[config.mk]
export PLATFORM = sky130hd
export DESIGN_NAME = wv_seq
export DESIGN_NICKNAME = d
export VERILOG_FILES = /design/src/rtl/wv_pkg.sv /design/src/rtl/wv_check.sv /design/src/rtl/wv_settle.sv /design/src/rtl/wv_seq.sv
export SDC_FILE = /design/constraint.sdc
export NUM_CORES = 1
export LEC_CHECK = 0
export BUFFER_PORTS_ARGS = -buffer_cell sky130_fd_sc_hd__buf_2
export CORE_MARGIN = 1
export CORE_UTILIZATION = 45
export CTS_CLUSTER_DIAMETER = 150
export DETAILED_ROUTE_END_ITERATION = 10
export GPL_TIMING_DRIVEN = 0
export PLACE_DENSITY = 0.81
export RECOVER_POWER = 25
export SYNTH_ARGS = -nofsm -noshare
export SYNTH_HDL_FRONTEND = slang
export SYNTH_SLANG_ARGS = --single-unit
[constraint.sdc]
create_clock -name clk -period 2.5 [get_ports clk]
set_input_delay 0.125 -clock clk [delete_from_list [all_inputs] [get_ports clk]]
set_output_delay 0.125 -clock clk [all_outputs]
set_load 0.02 [all_outputs]
[src/rtl/wv_pkg.sv]
package wv_pkg;
  typedef enum logic [1:0] {
    RC_NONE  = 2'd0,
    RC_OK    = 2'd1,
    RC_INVAL = 2'd2,
    RC_WFAIL = 2'd3
  } wv_rc_e;

  typedef enum logic [2:0] {
    ST_IDLE = 3'd0,
    ST_RD   = 3'd1,
    ST_WR   = 3'd2,
    ST_VF   = 3'd3,
    ST_SET  = 3'd4
  } wv_st_e;
endpackage

[src/rtl/wv_check.sv]
module wv_check #(
  parameter int DW        = 32,
  parameter int PG_HI     = 31,
  parameter int PG_LO     = 30,
  parameter int STOFF_POS = 25,
  parameter logic [DW-1:0] CMP_MASK = 32'h00FF_FFFF
) (
  input  logic [DW-1:0] cmd,
  input  logic [DW-1:0] rb,
  output logic          pass
);
  logic page_eq, data_eq, stoff;

  assign page_eq = (rb[PG_HI:PG_LO] == cmd[PG_HI:PG_LO]);
  assign data_eq = ((rb & CMP_MASK) == (cmd & CMP_MASK));
  assign stoff   = rb[STOFF_POS];
  assign pass    = page_eq && data_eq && stoff;
endmodule

[src/rtl/wv_settle.sv]
module wv_settle #(
  parameter int SETTLE_CYC = 64
) (
  input  logic clk,
  input  logic rst_n,
  input  logic run,
  output logic expired
);
  localparam int CW = $clog2(SETTLE_CYC + 1);
  logic [CW-1:0] cnt;

  always_ff @(posedge clk or negedge rst_n) begin
    if (!rst_n)    cnt <= '0;
    else if (!run) cnt <= '0;
    else           cnt <= cnt + 1'b1;
  end

  assign expired = run && (cnt == CW'(SETTLE_CYC - 1));
endmodule

[src/rtl/wv_seq.sv]
module wv_seq
  import wv_pkg::*;
#(
  parameter int DW         = 32,
  parameter int PG_HI      = 31,
  parameter int PG_LO      = 30,
  parameter int WE_POS     = 27,
  parameter int STOFF_POS  = 25,
  parameter logic [DW-1:0] CMP_MASK = 32'h00FF_FFFF,
  parameter int MAX_VERIFY = 6,
  parameter int SETTLE_CYC = 64
) (
  input  logic          clk,
  input  logic          rst_n,
  input  logic          start,
  input  logic [DW-1:0] ctrl_word,
  input  logic [DW-1:0] event_mask,
  input  logic [DW-1:0] action_bits,
  output logic          busy,
  output logic          done,
  output logic [1:0]    result,
  output logic          xfer_req,
  output logic [DW-1:0] xfer_cmd,
  input  logic          xfer_done,
  input  logic [DW-1:0] xfer_rdata,
  input  logic          xfer_err
);
  localparam int TW = $clog2(MAX_VERIFY + 1);
  localparam logic [DW-1:0] WE_BIT = DW'(1) << WE_POS;
  localparam logic [DW-1:0] VF_CMD = '0;

  function automatic logic [DW-1:0] mk_write(input logic [DW-1:0] st,
                                             input logic [DW-1:0] ev,
                                             input logic [DW-1:0] act);
    return (st & ~ev) | WE_BIT | act;
  endfunction

  wv_st_e        state;
  wv_rc_e        rc_q;
  logic [DW-1:0] ctrl_q, ev_q, act_q, wr_q;
  logic [TW-1:0] tries;
  logic          done_q;
  logic          vf_pass, settle_exp;

  // named internal events
  logic ev_xfer_ok, ev_abort, ev_wr_issue, ev_vf_miss_last;
  assign ev_xfer_ok      = xfer_req && xfer_done && !xfer_err;
  assign ev_abort        = xfer_req && xfer_done && xfer_err;
  assign ev_wr_issue     = (state == ST_WR) && xfer_req;
  assign ev_vf_miss_last = (state == ST_VF) && ev_xfer_ok && !vf_pass &&
                           (tries == TW'(MAX_VERIFY - 1));

  wv_check #(.DW(DW), .PG_HI(PG_HI), .PG_LO(PG_LO),
             .STOFF_POS(STOFF_POS), .CMP_MASK(CMP_MASK)) u_check (
    .cmd (wr_q),
    .rb  (xfer_rdata),
    .pass(vf_pass)
  );

  wv_settle #(.SETTLE_CYC(SETTLE_CYC)) u_settle (
    .clk    (clk),
    .rst_n  (rst_n),
    .run    (state == ST_SET),
    .expired(settle_exp)
  );

  always_comb begin
    xfer_req = 1'b0;
    xfer_cmd = '0;
    unique case (state)
      ST_RD:   begin xfer_req = 1'b1; xfer_cmd = ctrl_q; end
      ST_WR:   begin xfer_req = 1'b1; xfer_cmd = wr_q;   end
      ST_VF:   begin xfer_req = 1'b1; xfer_cmd = VF_CMD; end
      default: ;
    endcase
  end

  always_ff @(posedge clk or negedge rst_n) begin
    if (!rst_n) begin
      state  <= ST_IDLE;
      rc_q   <= RC_NONE;
      ctrl_q <= '0;
      ev_q   <= '0;
      act_q  <= '0;
      wr_q   <= '0;
      tries  <= '0;
      done_q <= 1'b0;
    end else begin
      done_q <= 1'b0;
      if (ev_abort) begin
        state  <= ST_IDLE;
        rc_q   <= RC_INVAL;
        done_q <= 1'b1;
      end else begin
        unique case (state)
          ST_IDLE: if (start) begin
            ctrl_q <= ctrl_word;
            ev_q   <= event_mask;
            act_q  <= action_bits;
            tries  <= '0;
            rc_q   <= RC_NONE;
            state  <= ST_RD;
          end
          ST_RD: if (ev_xfer_ok) begin
            wr_q  <= mk_write(xfer_rdata, ev_q, act_q);
            state <= ST_WR;
          end
          ST_WR: if (ev_xfer_ok) begin
            state <= (wr_q[PG_HI:PG_LO] == '0) ? ST_VF : ST_SET;
          end
          ST_VF: if (ev_xfer_ok) begin
            if (vf_pass) begin
              state  <= ST_IDLE;
              rc_q   <= RC_OK;
              done_q <= 1'b1;
            end else if (ev_vf_miss_last) begin
              state  <= ST_IDLE;
              rc_q   <= RC_WFAIL;
              done_q <= 1'b1;
            end else begin
              tries <= tries + 1'b1;
            end
          end
          ST_SET: if (settle_exp) begin
            state  <= ST_IDLE;
            rc_q   <= RC_OK;
            done_q <= 1'b1;
          end
          default: state <= ST_IDLE;
        endcase
      end
    end
  end

  assign busy   = (state != ST_IDLE);
  assign done   = done_q;
  assign result = rc_q;

  // assertions
  a_r3_we_in_write: assert property (@(posedge clk) disable iff (!rst_n)
    ev_wr_issue |-> xfer_cmd[WE_POS]);
  a_r5_retry_bound: assert property (@(posedge clk) disable iff (!rst_n)
    tries < TW'(MAX_VERIFY));
  a_r5_last_miss_fails: assert property (@(posedge clk) disable iff (!rst_n)
    ev_vf_miss_last |=> (done && result == RC_WFAIL && !xfer_req));
  a_r9_abort: assert property (@(posedge clk) disable iff (!rst_n)
    ev_abort |=> (done && result == RC_INVAL && !busy));
  a_r10_done_pulse: assert property (@(posedge clk) disable iff (!rst_n)
    done |=> !done);
  a_r10_hold: assert property (@(posedge clk) disable iff (!rst_n)
    (!busy && !start) |=> $stable(result));
endmodule

# --- Word-level counts from Yosys, hierarchy flattened ---
# Cells that the tools add are included.
# Widths: inputs -> output; s select.
classes:
  reduce_logical: 22
  eq_ne: 18
  add_sub_neg: 2
  bitwise: 4
  n_mux: 31
ops:
  columns: ["cell", "count"]
  rows:
  - ["$pmux 32 s2", 1]
  - ["$mux 3", 13]
  - ["$and 32x32->32", 1]
  - ["$not 32->32", 1]
  - ["$or 32x32->32", 1]
  - ["$eq 24x24->1", 1]
  - ["$ne 3x3->1 const B", 5]
  - ["$pmux 3 s5", 1]
  - ["$mux 2", 6]
  - ["$reduce_and 6->1", 2]
  - ["$logic_and 1x1->1", 9]
  - ["$ne 2x2->1 const B", 4]
  - ["$add 7x1->7 const B", 1]
  - ["$eq 7x6->1 const B", 1]
  - ["$mux 7", 1]
  - ["$eq 3x2->1 const B", 2]
  - ["$eq 3x3->1 const B", 2]
  - ["$mux 1", 6]
  - ["$pmux 2 s3", 1]
  - ["$pmux 3 s2", 1]
  - ["$reduce_and 3->1", 2]
  - ["$reduce_and 5->1", 1]
  - ["$ne 4x4->1 const B", 1]
  - ["$reduce_bool 4->1", 1]
  - ["other kinds (11)", 12]
totals:
  register_bits: 144
  elab_cells: 86
  input_bits: 133
  out_inout_bits: 37

# --- Logic depth before layout (Yosys ltp) ---
depth:
  depth_word: 13
  depth_mapped: 8

# --- By module ---
# Synthesis repeated with hierarchy kept, for this count alone.
hier_totals:
  cells_unflattened: 572
  hier_area_um2: 6532.5
by_module_without_submodules:
  columns: ["mod", "n_inst", "cells_each", "area_each_um2"]
  rows:
  - ["wv_seq", 1, 511, 5925.7]
  - ["wv_settle", 1, 26, 316.6]
  - ["wv_check", 1, 35, 290.3]

# --- Worst setup path before layout ---
# Ideal clock, no wire load.
synth_path:
  kind: "reg2reg"
  from: "reg state[2]"
  to: "reg ctrl_q[24]"
  path_buffers: 1
  setup_time_ns: 0.125
  required_ns: 2.375
  arrival_time_ns: 1.709
  slack_ns: 0.666
  stages_incl_launch_ff: 5
  cell_sequence: "dfrtp_1 -> or3_1 -> nor2_2 -> buf_2 -> mux2_2"
synth_between:
  elab_chain_len: 7
synth_lines:
  columns: ["item", "line_no", "source"]
  rows:
  - ["start: declaration", "wv_seq.sv:38", "wv_st_e state;"]
  - ["start signal: assignment", "wv_seq.sv:109", "state <= (wr_q[PG_HI:PG_LO] == '0) ? ST_VF : ST_SET;"]
  - ["$eq 3x2->1 / $eq 3x1->1 (equally long branches)", "wv_seq.sv:70", "unique case (state)"]
  - ["$reduce_or 3->1 (no line)", null, null]
  - ["$mux 1", "wv_seq.sv:70", null]
  - ["$logic_and 1x1->1 (2 in series)", "wv_seq.sv:48", "assign ev_abort = xfer_req && xfer_done && xfer_err;"]
  - ["$not 1->1 (no line)", null, null]
  - ["$reduce_and 3->1 (no line) *", null, null]
  - ["end signal: assignment", "wv_seq.sv:97", "ctrl_q <= ctrl_word;"]
  - ["end: declaration", "wv_seq.sv:40", "logic [DW-1:0] ctrl_q, ev_q, act_q, wr_q;"]
# Every way passes the cells marked *; elsewhere a longest branch is shown, timed or not.
# A chain may end at the register's enable or synchronous reset.

# --- Worst setup path after layout ---
layout_path:
  from: "reg state[2]"
  to: "out xfer_cmd[9]"
layout_between:
  elab_chain_len: 2
layout_lines:
  columns: ["item", "line_no", "source"]
  rows:
  - ["$eq 3x2->1 / $eq 3x1->1 (equally long branches)", "wv_seq.sv:70", null]
  - ["$pmux 32 s2 *", "wv_seq.sv:70", null]
  - ["end: declaration", "wv_seq.sv:23", "output logic [DW-1:0] xfer_cmd,"]
# Marked as above.

==> metrics.csv <==
stage;metric;value;unit
timing;RSZ-0062 raised after global routing;false;
critical_path;reg2reg start;wr_q[13];
timing;Period minus WS final;2366;ps
cts;Clock Path Buffers;2;
timing;worst rel slew slack;-40.96;%
timing;final number of setup-violating endpoints;0;
synthesis;Seq/Total Area, Yosys;55.52;%
timing;total negative slack;0;ps
grt;GR Overflow Total;0;
critical_path;CP Launch Type;register;
run_status;failing checks;capacitance limit, slew limit;
cts;Num CTS Buffers;17;
drt;DRC errors left;0;
min_path;Hold Path Class;input port to register;
pwr;clock power share;25.5;%
timing;Final Hold Viols;0;
grt;met1 Use GR;35.25;%
critical_path;Reg2Reg Capture Point;state[0];
critical_path;crit-path max FO;10;
pwr;Sequential Power Share;35.3;%
die;# IOs;170;
cts;clock slew at reported path FFs;60;ps
grt;M2 GR Usage;47.43;%
synthesis;Post-Syn Area;6400;um2
finish;Final #Nets;1001;
die;Site Rows;43;
timing;max-slew violations;82;
drt;drt via density;5.462;
placement;RD Place Congestion;0.8690;
cts;H-tree depth;4;
pwr;Power Dens Cells;1249;nW/um2
synthesis;Seq cells post-synth;142;
cts;CTS tree;yes;
critical_path;Setup CP Type;register to output pin;
cts;clock root cell;clkbuf_16;
pwr;switching power;4166;uW
critical_path;R2R cell count;6;
placement;Port Buffers;166;
timing;final period utilization;94.63;%
synthesis;Synth async-reset ratio;100.0;%
grt;vias in the first global route;5887;
pwr;VDD IR max;910.1;uV
timing;Worst Tran Pin Value;2114;ps
min_path;hold path depth;3;
min_path;worst hold endpoint;wr_q[28];
critical_path;CP Capture Type;output pin;
drt;DR WL/cell;19.20;um
min_path;Hold Crit Start;xfer_rdata[28];
finish;Area growth syn-to-layout;42.93;%
cts;worst skew pair latency;430;ps
placement;Post-DP HPWL;12.39;mm
synthesis;synth warn;0;
grt;met3 Track Usage GR;6.720;%
die;die area;14700;um2
drt;Final ANT Viol Nets;0;
grt;gr busiest metal;met2;
die;Core Box Area;13880;um2
critical_path;slack of the worst reg-to-reg path;280;ps
grt;largest net degree at the start of global routing;83;
drt;DR vias;5801;
run_status;status;finished with violations;
timing;Clock Skew;11.48;ps
pwr;Switching Fraction;36.45;%
timing;fmax;422.7;MHz
die;die width;121.3;um
cts;clk sink count;142;
grt;global-route wire length before repair;30.88;mm
pwr;post-layout total power;11430;uW
synthesis;Syn Nets;719;
synthesis;Synth Area per Inst;10.98;um2
drt;final WL;20.39;mm
finish;layout cells sized above 1;32.92;%
timing;min setup slack post-route;134.3;ps
grt;gr usage total;28.87;%
drt;DRT iter0 DRCs;327;
synthesis;Netlist cell types;49;
finish;leading cell type in the layout, fill and taps excluded;buf_2;
drt;drt pass-1 iters;5;
synthesis;Cells after Synth;583;
placement;Setup WS pre-CTS;289.2;ps
finish;most frequent cells in the layout;buf_2, dfrtp_1, dlygate4sd3_1;
pwr;Pleak;0.004264;uW
pwr;Comb pwr share;39.2;%
die;Die Y;121.3;um
die;Starting Density;46.11;%
synthesis;Post-synth EDFFs;0;
pwr;Internal;7262;uW
grt;initial antenna violation count;1;
critical_path;worst path arrival time;2240;ps
critical_path;Req. time, crit path;2380;ps
synthesis;dominant synthesized flop cell;dfrtp_1;
job;max cap viols;1;
cts;Setup Fix Bufs, Post-CTS;0;
stage by stage:
step,cells,instance area (um2),hold WS [ps],utilization (%)
after floorplan,583,6400,-170.6,-
after global placement,929,7456,327.4,53.71
after detailed placement,930,7490,232.3,53.96
after CTS,1058,9136,6.970,65.82
after global routing,1059,9140,13.88,65.85
final,1062,9148,26.59,65.90
cell families after synthesis:
family	count (synthesis)	share of synthesized area (%)
mux	63	11.09
fa+ha+maj	3	0.5866
xor+xnor	30	4.106
compound gates	153	14.78
flops	142	55.52
simple gates	128	9.482
buf+inv	64	4.438
power groups by stage:
stage                     Clock, uW  Combinational [uW]  Sequential (uW)
after detailed placement          0                4220             4030
after floorplan                   0                2970             3870
after global placement            0                4140             3970
after CTS                      2930                4390             3990
final                          2920                4480             4030
after global routing           3040                4850             4150
per-layer routing:
layer	part of all wire, %	vias to the layer above
met5	0	-
met4	4.3	0
met3	6.0	68
met2	50	283
met1	40	2849
li1	-	2601
sequential cells by signal, indices dropped and copies added (netlist names):
signal        cells
u_settle.cnt      7
done              1
act_q            31
ctrl_q           32
tries             3
result            2
state             3
ev_q             31
wr_q             32
worst max path at each step:
stage | cells after the start | start | to | slack, ps
after floorplan | 4 | state[2] | ctrl_q[24] | 670
after global placement | 1 | rst_n | act_q[13] | -730
after detailed placement | 6 | wr_q[13] | state[0] | 290
after CTS | 7 | state[2] | xfer_cmd[9] | 100
after global routing | 7 | state[2] | xfer_cmd[7] | 20
final | 7 | state[2] | xfer_cmd[9] | 130
synthesized netlist by cell type (2+ instances only):
cell,n,share of area [%]
a21o_1,2,0.23
a21oi_1,69,5.4
a21oi_2,2,0.27
a221o_1,2,0.31
a22o_1,31,4.2
and2_1,3,0.29
and3_1,2,0.20
buf_2,17,1.3
buf_4,2,0.23
buf_6,2,0.35
clkbuf_1,9,0.53
dfrtp_1,142,56
ha_1,3,0.59
inv_1,34,2.0
mux2_1,6,1.1
mux2_2,57,10
nand2_1,44,2.6
nand2b_1,2,0.20
nand3_1,4,0.31
nand4_1,4,0.39
nor2_1,47,2.8
nor2b_1,2,0.20
nor3_1,3,0.23
nor4_1,3,0.29
o21a_1,2,0.23
o21ai_0,19,1.5
o21ai_1,17,1.3
o31ai_1,2,0.23
or3_1,3,0.29
xnor2_1,17,2.3
xor2_1,13,1.8
layout make-up:
type / instances / area [um2]
fill: 1006 / 4733
sequential: 142 / 3553
multi-input combinational: 377 / 2562
timing repair buffer: 263 / 1819
clock buffer: 22 / 474.2
tap: 180 / 225.2
clock inverter: 10 / 207.7
buffer: 30 / 167.7
inverter: 34 / 127.6
antenna: 4 / 10.01
what timing repair did:
item | CTS | global route
gates resized for setup | 3 | 3
endpoints found under the hold margin | 176 | 0
setup endpoints to repair | 30 | 9
hold buffers | 96 | 0
cloned | 0 | 0
critical path: stages, from the launching register on:
cell and delay [ps]:
dfrtp_1 430, buf_6 170, nor2b_2 180, nor2b_1 150
clkbuf_1 190, clkbuf_4 310, a22o_1 200, buf_2 170
No activity file was read; power rests on OpenSTA's default activity.
